## src/rtl/fcm_pkg.sv

```systemverilog
// Package: shared tag codes and helpers for the inline CRC marker.
// Assumes a 3-bit tag travels alongside each 32-bit word.
package fcm_pkg;

    localparam int TAG_W = 3;

    typedef enum logic [TAG_W-1:0] {
        TAG_DATA   = 3'd0,
        TAG_SOF    = 3'd1,
        TAG_EOF_N  = 3'd2,
        TAG_EOF_T  = 3'd3,
        TAG_EOF_NI = 3'd4,
        TAG_EOF_TI = 3'd5,
        TAG_PRIM   = 3'd6,
        TAG_RSVD   = 3'd7
    } tag_e;

    // True for any of the four end delimiter codes.
    function automatic logic is_eof(input logic [TAG_W-1:0] t);
        return (t == TAG_EOF_N) || (t == TAG_EOF_T) ||
               (t == TAG_EOF_NI) || (t == TAG_EOF_TI);
    endfunction

    // True for an end delimiter that is not yet marked invalid.
    function automatic logic is_eof_good(input logic [TAG_W-1:0] t);
        return (t == TAG_EOF_N) || (t == TAG_EOF_T);
    endfunction

    // Maps a valid end delimiter onto its invalid counterpart.
    function automatic logic [TAG_W-1:0] to_invalid(input logic [TAG_W-1:0] t);
        logic [TAG_W-1:0] r;
        case (t)
            TAG_EOF_N: r = TAG_EOF_NI;
            TAG_EOF_T: r = TAG_EOF_TI;
            default:   r = t;
        endcase
        return r;
    endfunction

endpackage

```

## src/rtl/fcm_crc_step.sv

```systemverilog
// Module: fcm_crc_step
// Purely combinational CRC update over one full data word, fed MSB
// first, non-reflected. Assumes the CRC width equals the word width.
module fcm_crc_step #(
    parameter int          W    = 32,
    parameter logic [W-1:0] POLY = 32'h04C11DB7
) (
    input  logic [W-1:0] crc_in,
    input  logic [W-1:0] data,
    output logic [W-1:0] crc_out
);

    // Bit-serial update folded into one cycle.
    function automatic logic [W-1:0] advance(input logic [W-1:0] c0,
                                             input logic [W-1:0] d);
        logic [W-1:0] c;
        logic         fb;
        c = c0;
        for (int b = W - 1; b >= 0; b--) begin
            fb = c[W-1] ^ d[b];
            c  = {c[W-2:0], 1'b0};
            if (fb) c = c ^ POLY;
        end
        return c;
    endfunction

    // Drive the next CRC state from the current one and the word.
    always_comb crc_out = advance(crc_in, data);

endmodule

```

## src/rtl/fcm_frame_tracker.sv

```systemverilog
// Module: fcm_frame_tracker
// Follows frame boundaries on the tagged stream and keeps two running
// CRC values: one over every frame word so far, and one that lags by a
// word. At an end delimiter the lagging value, inverted, must equal the
// last frame word (the carried CRC). Primitive and reserved words are
// ignored. Assumes at most one word per cycle.
module fcm_frame_tracker
    import fcm_pkg::*;
#(
    parameter int           W    = 32,
    parameter logic [W-1:0] POLY = 32'h04C11DB7,
    parameter logic [W-1:0] INIT = 32'hFFFFFFFF
) (
    input  logic             clk,
    input  logic             rst_n,
    input  logic             in_valid,
    input  logic [W-1:0]     in_word,
    input  logic [TAG_W-1:0] in_tag,
    output logic             check_now,
    output logic             crc_bad
);

    logic         in_frame;
    logic [W-1:0] crc_cur;
    logic [W-1:0] crc_lag;
    logic [W-1:0] last_word;
    logic [W-1:0] crc_src;
    logic [W-1:0] crc_nxt;
    logic         is_start;
    logic         is_body;

    // Classify the current input word.
    always_comb begin
        is_start = in_valid && (in_tag == TAG_SOF);
        is_body  = in_valid && in_frame && (in_tag == TAG_DATA);
        crc_src  = is_start ? INIT : crc_cur;
    end

    fcm_crc_step #(.W(W), .POLY(POLY)) u_step (
        .crc_in (crc_src),
        .data   (in_word),
        .crc_out(crc_nxt)
    );

    // Frame state and the two running CRC registers.
    always_ff @(posedge clk) begin
        if (!rst_n) begin
            in_frame  <= 1'b0;
            crc_cur   <= INIT;
            crc_lag   <= INIT;
            last_word <= '0;
        end else if (is_start) begin
            in_frame  <= 1'b1;
            crc_lag   <= INIT;
            crc_cur   <= crc_nxt;
            last_word <= in_word;
        end else if (is_body) begin
            crc_lag   <= crc_cur;
            crc_cur   <= crc_nxt;
            last_word <= in_word;
        end else if (check_now) begin
            in_frame  <= 1'b0;
        end
    end

    // Verdict for an end delimiter that closes an open frame.
    always_comb begin
        check_now = in_valid && in_frame && is_eof(in_tag);
        crc_bad   = (last_word != ~crc_lag);
    end

endmodule

```

## src/rtl/fcm_sat_counter.sv

```systemverilog
// Module: fcm_sat_counter
// Up counter that stops at all ones, with a synchronous clear that wins
// over an increment in the same cycle.
module fcm_sat_counter #(
    parameter int W = 16
) (
    input  logic         clk,
    input  logic         rst_n,
    input  logic         clr,
    input  logic         inc,
    output logic [W-1:0] count
);

    localparam logic [W-1:0] TOP = '1;

    // Count, saturate, clear.
    always_ff @(posedge clk) begin
        if (!rst_n || clr) count <= '0;
        else if (inc && count != TOP) count <= count + 1'b1;
    end

endmodule

```

## src/rtl/fc_crc_inline_marker.sv

```systemverilog
// Module: fc_crc_inline_marker (top)
// Forwards each tagged word with one register of delay. A frame that
// fails its CRC check has its valid end tag swapped for the invalid
// form on the way out. Two error counters record the failures. Assumes
// the carried CRC word sits directly before the end delimiter.
module fc_crc_inline_marker
    import fcm_pkg::*;
#(
    parameter int           DATA_W = 32,
    parameter int           CNT_W  = 16,
    parameter logic [DATA_W-1:0] POLY = 32'h04C11DB7,
    parameter logic [DATA_W-1:0] INIT = 32'hFFFFFFFF
) (
    input  logic              clk,
    input  logic              rst_n,
    input  logic              cnt_clr,
    input  logic              in_valid,
    input  logic [DATA_W-1:0] in_word,
    input  logic [2:0]        in_tag,
    output logic              out_valid,
    output logic [DATA_W-1:0] out_word,
    output logic [2:0]        out_tag,
    output logic [CNT_W-1:0]  crc_err_cnt,
    output logic [CNT_W-1:0]  crc_geof_cnt
);

    logic             check_now;
    logic             crc_bad;
    logic             fail_any;
    logic             fail_good;
    logic [TAG_W-1:0] tag_fwd;

    fcm_frame_tracker #(.W(DATA_W), .POLY(POLY), .INIT(INIT)) u_track (
        .clk      (clk),
        .rst_n    (rst_n),
        .in_valid (in_valid),
        .in_word  (in_word),
        .in_tag   (in_tag),
        .check_now(check_now),
        .crc_bad  (crc_bad)
    );

    // Decide failure events and the outgoing tag.
    always_comb begin
        fail_any  = check_now && crc_bad;
        fail_good = fail_any && is_eof_good(in_tag);
        tag_fwd   = fail_good ? to_invalid(in_tag) : in_tag;
    end

    // One-cycle forwarding register.
    always_ff @(posedge clk) begin
        if (!rst_n) begin
            out_valid <= 1'b0;
            out_word  <= '0;
            out_tag   <= TAG_DATA;
        end else begin
            out_valid <= in_valid;
            out_word  <= in_word;
            out_tag   <= tag_fwd;
        end
    end

    fcm_sat_counter #(.W(CNT_W)) u_err_cnt (
        .clk  (clk),
        .rst_n(rst_n),
        .clr  (cnt_clr),
        .inc  (fail_any),
        .count(crc_err_cnt)
    );

    fcm_sat_counter #(.W(CNT_W)) u_geof_cnt (
        .clk  (clk),
        .rst_n(rst_n),
        .clr  (cnt_clr),
        .inc  (fail_good),
        .count(crc_geof_cnt)
    );

endmodule

```

## config.mk

```make
export PLATFORM = sky130hd
export DESIGN_NAME = fc_crc_inline_marker
export DESIGN_NICKNAME = d
export VERILOG_FILES = /design/src/rtl/fcm_pkg.sv /design/src/rtl/fcm_crc_step.sv /design/src/rtl/fcm_frame_tracker.sv /design/src/rtl/fcm_sat_counter.sv /design/src/rtl/fc_crc_inline_marker.sv
export SDC_FILE = /design/constraint.sdc
export NUM_CORES = 1
export LEC_CHECK = 0
export BUFFER_PORTS_ARGS = -buffer_cell sky130_fd_sc_hd__buf_2
export CAP_MARGIN = 20
export CORE_MARGIN = 2
export CORE_UTILIZATION = 40
export CTS_BUF_LIST = sky130_fd_sc_hd__clkbuf_2
export CTS_CLUSTER_DIAMETER = 80
export CTS_CLUSTER_SIZE = 12
export DETAILED_ROUTE_END_ITERATION = 10
export PLACE_DENSITY_LB_ADDON = 0.1
export REMOVE_ABC_BUFFERS = 1
export SLEW_MARGIN = 25
export SYNTH_ARGS = -nofsm -noshare
export SYNTH_HDL_FRONTEND = slang
export SYNTH_SLANG_ARGS = --single-unit
```

## constraint.sdc

```tcl
create_clock -name clk -period 6.45 [get_ports clk]
set_input_delay 1.6125 -clock clk [delete_from_list [all_inputs] [get_ports clk]]
set_output_delay 1.6125 -clock clk [all_outputs]
set_load 0.005 [all_outputs]
```

Yosys cells after proc, flatten, opt, wreduce, memory -nomap -nowiden:

Index checks and enable logic that the tools add are counted.

* reduce and logical (&&, ||, !) cells: 18
* divide/modulo/power cells: 0
* bitwise operators: 66
* magnitude comparators: 0
* multipliers: 0
* $add $sub $neg: 2
* shifts and indexed selects: 0
* multiplexer cells: 42
* equal/unequal tests: 9

Operators by type and width (number)
* 27-bit 2-to-1 mux: 32
* 14-bit inverter: 32
* 32-bit 2-to-1 mux: 5
* 16-bit by 1-bit adder with 16-bit output, second input constant: 2
* 16-bit != test, second input constant: 2
* 32-bit != test: 1
* 32-bit inverter: 1
* 1-bit bitwise XOR: 32
* 1-bit logical AND: 8
* 3-bit by 2-bit equality test with 1-bit output, second input constant: 2
* 3-bit equality test, second input constant: 2
* 3-bit case mux with 2 select lines: 1
* 1-bit logical OR: 4
* 2-bit nonzero test: 2
* 3-bit by 1-bit equality test with 1-bit output, second input constant: 1
* 3-bit logical NOT: 1
* 1-bit 2-to-1 mux: 3
* 3-bit 2-to-1 mux: 1
* 2-bit by 1-bit != test with 1-bit output, second input constant: 1
* 2-bit AND reduction: 1
* 2-bit OR reduction: 1
* 1-bit logical NOT: 1
* 1-bit inverter: 1

* bits of input ports: 39
* memory bits (read-only): 0
* memories: 0
* RAM bits: 0
* flip-flop bits (word level): 165
* bits in latches: 0

Depth between registers and ports, before layout:

* word-level depth: 69
* depth in mapped cells: 17

Modules after synthesis:

From an unflattened synthesis, not the netlist that was laid out.

* cell total of the unflattened synthesis: 1028
* area total of the unflattened synthesis: 9988.3 um2

By module, submodules not included
* fcm_frame_tracker: area an instance 4180.3 um2, times used 1, seq. area each 1941.9 um2, cells an instance 504
* fcm_crc_step: area an instance 3080.5 um2, times used 1, seq. area each 0.0 um2, cells an instance 256
* fcm_sat_counter: area an instance 862.1 um2, times used 2, seq. area each 320.3 um2, cells an instance 94
* fc_crc_inline_marker: area an instance 1003.5 um2, times used 1, seq. area each 720.7 um2, cells an instance 80

Worst setup path before layout:

Ideal clock, no wire load.

* path type: input port to flip-flop
* from: input port in_tag[1]
* to: register u_track.crc_cur[13]
* stages on the path: 14
* required time: 6.309 ns
* buffers on the path: 2
* slack: 1.063 ns
* arrival: 5.245 ns
* cell sequence: buf_2 -> nor4bb_1 -> buf_4 -> nor2_2 -> xnor2_4 -> xnor3_2 -> xnor2_4 -> xor2_2 -> xor3_2 -> xnor3_1 -> xor2_1 -> xor2_1 -> xnor2_1 -> o211ai_1

* word-level cells in the longest chain between the ends: 46
* elaborated cells on any way between the ends: 100
* classes of those cells: 1 x eq/ne; 35 x mux; 60 x bitwise; 4 x reduce/logical

RTL lines
* start, declared: RTL line fc_crc_inline_marker.sv:19 `input logic [2:0] in_tag,`
* 3-bit by 1-bit equality test with 1-bit output: RTL line fcm_frame_tracker.sv:34 `is_start = in_valid && (in_tag == TAG_SOF);`
* 1-bit logical AND: RTL line fcm_frame_tracker.sv:34
* 32-bit 2-to-1 mux: RTL line fcm_frame_tracker.sv:36 `crc_src = is_start ? INIT : crc_cur;`
* 1-bit bitwise XOR, or another cell as far along: RTL line fcm_crc_step.sv:20 `fb = c[W-1] ^ d[b];`
* 27-bit 2-to-1 mux: RTL line fcm_crc_step.sv:22 `if (fb) c = c ^ POLY;`
* 14-bit inverter (no line)
* 27-bit 2-to-1 mux: RTL line fcm_crc_step.sv:22
* 14-bit inverter (no line) / 27-bit 2-to-1 mux (equally long branches)
* (+29 left out)
* 14-bit inverter (no line) / 1-bit bitwise XOR (equally long branches)
* 27-bit 2-to-1 mux: RTL line fcm_crc_step.sv:22
* 14-bit inverter (no line)
* 27-bit 2-to-1 mux: RTL line fcm_crc_step.sv:22
* 14-bit inverter (no line)
* 27-bit 2-to-1 mux (2 in series): RTL line fcm_crc_step.sv:22
* 32-bit 2-to-1 mux: RTL line fcm_frame_tracker.sv:57 `end else if (is_body) begin`
* 32-bit 2-to-1 mux: RTL line fcm_frame_tracker.sv:52 `end else if (is_start) begin`
* end signal, assigned: RTL line fcm_frame_tracker.sv:55 `crc_cur <= crc_nxt;`
* end signal, assigned: RTL line fcm_frame_tracker.sv:59 `crc_cur <= crc_nxt;`
* end, declared: RTL line fcm_frame_tracker.sv:24 `logic [W-1:0] crc_cur;`

Several ways; a longest one is shown, not always the timed one. The select of a mux whose other input is x is not followed.
A chain may end at the register's enable or synchronous reset.

Worst setup path after layout:

* from: input port in_tag[1]
* to: register u_track.crc_cur[12]

* word-level cells in the longest chain between the ends: 46
* elaborated cells on any way between the ends: 102
* classes of those cells: 1 x eq/ne; 35 x mux; 62 x bitwise; 4 x reduce/logical

RTL lines (RTL line)
* 3-bit by 1-bit equality test with 1-bit output: fcm_frame_tracker.sv:34
* 1-bit logical AND: fcm_frame_tracker.sv:34
* 32-bit 2-to-1 mux: fcm_frame_tracker.sv:36
* 1-bit bitwise XOR, or another cell as far along: fcm_crc_step.sv:20
* 27-bit 2-to-1 mux / 14-bit inverter (equally long branches) (3 in series)
* 27-bit 2-to-1 mux: fcm_crc_step.sv:22
* 14-bit inverter (no line) / 27-bit 2-to-1 mux (equally long branches)
* 27-bit 2-to-1 mux / 14-bit inverter (equally long branches) (3 in series)
* (+26 left out)
* 14-bit inverter (no line), or another cell as far along
* 27-bit 2-to-1 mux: fcm_crc_step.sv:22
* 14-bit inverter (no line) / 1-bit bitwise XOR (equally long branches)
* 27-bit 2-to-1 mux: fcm_crc_step.sv:22
* 14-bit inverter (no line) / 1-bit bitwise XOR (equally long branches)
* 27-bit 2-to-1 mux: fcm_crc_step.sv:22
* 32-bit 2-to-1 mux: fcm_frame_tracker.sv:57
* 32-bit 2-to-1 mux: fcm_frame_tracker.sv:52

Several ways; a longest one is shown, not always the timed one. The select of a mux whose other input is x is not followed.

==> results.md <==
- Status: complete, no violations
- Hold Violations, Final: 0
- Total track usage: 0.2041
- CTS tree: done
- Most used cell, CP: xnor2_1
- Die area: 24,630 um2
- Routed len/inst: roughly 17 um
- Vias: 6,825
- Clock transition at path regs: 0.27 ns
- WS Path Type: input port to flop
- Maximum root-to-sink buffer count: 2
- FF/Latch Area: about 3300 um2
- Worst Skew: 0.05435 ns
- Global route overflow: 0
- CTS Hold Bufs: 0
- Io pins: 107
- Crit end category: flop
- GP Congestion: 0.9122
- Cells after DPL: 1,388
- Clock sinks: 165
- Fin cells: 1,421
- Worst Hold Class: flop to flop
- Largest cells by area after synthesis: dfxtp_1, xnor2_1, xor2_1, xnor3_1, nand2_1
- CTS Buf Count: 17
- Top cell type's share of synthesized area: 0.3530
- Synth Cell Area: just over 9000 um2
- Input/output buffers: 106
- Post-Syn Instances: slightly below 1,000
- CP cell instances: buf_2 -> nor4bb_4 -> buf_12 -> nor2_2 -> xnor2_4 -> xnor3_1 -> xnor2_2 -> xor2_2 -> xor3_2 -> xnor2_1 -> xnor2_2 -> xnor2_1 -> xnor2_1 -> o211ai_1
- Root Buffer Master: clkbuf_2
- Vias in the first global route: approximately 6,500
- Crit path max fanout: 36
- H-tree depth: 4
- First-pass GRT wire length: 37,890 um
- Starting DRC count in detailed routing: roughly 380
- Synth Register Bits: approximately 170
- Post-cts sizing count: 0
- Setup Fix Bufs, Post-CTS: 0
- Skew-Pair Late Insertion Delay: between 0.7 and 0.8 ns
- Fin. max-slew vios: 0
- DRC viols: 0
- Rows: 55
- Startpoint Class: input port
- Fillers: 2,304
- Mapped Avg Cell Area: 9.443 um2
- Area Growth Syn to Fin: 13.09%
- Req. time, crit path: 7.08 ns
- Routed Wire Length: between 20,000 and 25,000 um
- Initial antenna violation count: 1
- CP top delay family: XOR/XNOR gates
- Core area: 22,780 um2
- Max-slew headroom: 0.3786
- Starting density of the core: 0.4108
- Area of the multi-input gates: 5894 um2
- RSZ-0062 raised after global routing: false
- Max Cap Violations: 0
- Fraction of layout cells with a size suffix above 1: 0.1897
- Worst-Margin Slew: 0.9299 ns
- Drt pass-1 iters: 5
- Synth cell types: ~40
- Die Y: around 160 um
- Vias per inst: 4.803
- Final setup vio count: 0
- Tmin final: 5.207 ns
- Final #Nets: 1,135
- CP max-delay cell: xor3_2
- Dominant cell type by area after synthesis: dfxtp_1
- Antenna-violating nets left: 0
- Max Fclk: 192.0 MHz
- WP buf/inv: 2
- Final HPWL DP: 17,740 um
- Fin crit share: 0.8073
- CP max stage delay: between 0.5 and 0.6 ns
- Core Util, Final: 0.4646
- Largest net degree at the start of global routing: 64
- Die width: 157.0 um
- Sequential area share after synthesis: 0.3530
- Ys Warns: 0
- Worst EP arrival: roughly 5.8 ns
==> worst paths after layout <==
check                                    startpoint                  end  slack [ns]  cells after the start
worst max-delay path                      in_tag[1]  u_track.crc_cur[12]        1.24                     14
worst max register to register  u_track.crc_cur[28]  u_track.crc_cur[12]        2.49                     11
worst min register to register  u_track.crc_cur[24]  u_track.crc_lag[24]        0.50                      2
worst min-delay path            u_track.crc_cur[24]  u_track.crc_lag[24]        0.50                      2
==> final cells by class <==
class	count	area share
clock inverter	15	0.01703
multi-input combinational	777	0.5570
inverter	6	0.002128
clock buffer	17	0.008040
timing repair buffer	127	0.06645
tap	313	0.03701
sequential	165	0.3121
antenna	1	0.0002365
==> layer usage <==
layer / vias up / GRT usage / wire length (um)
li1: 3417 / - / -
met1: 3261 / 0.2890 / 11860
met2: 138 / 0.3285 / 11110
met3: 9 / 0.03331 / 954
met4: 0 / 0.04281 / 158
met5: - / 0 / 0
==> synthesized netlist by cell type, drive strengths merged <==
master and instances:
a21boi 8, a21oi 12, a41oi 1, and2 34, and3 4, and4 1, buf 3, clkbuf 40
dfxtp 165, ha 2, inv 6, mux2i 3, nand2 123, nand2b 2, nand3 43, nand3b 1
nand4 12, nor2 124, nor2b 3, nor3 5, nor4 3, nor4bb 1, o211ai 22, o21ai 41
o41a 1, or2 1, or3 9, or4 1, xnor2 186, xnor3 33, xor2 99, xor3 2
==> kinds of logic after synthesis <==
| kind of cell | Yosys count | synth area share |
|---|---|---|
| compound gates | 85 | 0.05455 |
| xor+xnor | 320 | 0.3904 |
| fa+ha+maj | 2 | 0.002674 |
| buf+inv | 49 | 0.02099 |
| flops | 165 | 0.3530 |
| mux | 3 | 0.003209 |
| simple gates | 367 | 0.1752 |
==> cells in the final DEF (no fill, tap or decap), drive strengths merged, types with 33 or more instances in the layout <==
master | synthesis | final
buf | 3 | 127
xnor2 | 186 | 186
nor2 | 124 | 124
xor2 | 99 | 99
and2 | 34 | 34
xnor3 | 33 | 33
nand3 | 43 | 43
dfxtp | 165 | 165
o21ai | 41 | 41
nand2 | 123 | 123
==> registers in the layout (all words and copies together) (netlist names) <==
| signal | flops |
|---|---|
| out_tag | 3 |
| u_track.crc_cur | 32 |
| u_track.in_frame | 1 |
| out_word | 32 |
| u_err_cnt.count | 16 |
| out_valid | 1 |
| u_track.crc_lag | 32 |
| u_track.last_word | 32 |
| u_geof_cnt.count | 16 |
==> per-stage QoR <==
step                area, um2  hold slack [ns]  TNS [ns]  setup WS, ns
CTS                     10580           0.4904         0         1.274
detailed placement      10310           0.4722         0        0.4638
finish                  10580           0.4961         0         1.243
global placement        10310           0.4643         0        0.5117
global route            10580           0.4850         0         1.002
floorplan                9184           0.4525    -85.92        -1.685
==> worst reg2reg max path: cells and delay by family, from the launching register on <==
kind             cells  cell delay (ns)
AO/OA/AOI/OAI        1             0.09
XOR/XNOR             9             3.16
flip-flops           1             0.39
AND/OR/NAND/NOR      1             0.20
Power is not shown: default switching activity piles up to over one toggle a cycle in this logic, so the estimate is an artifact.
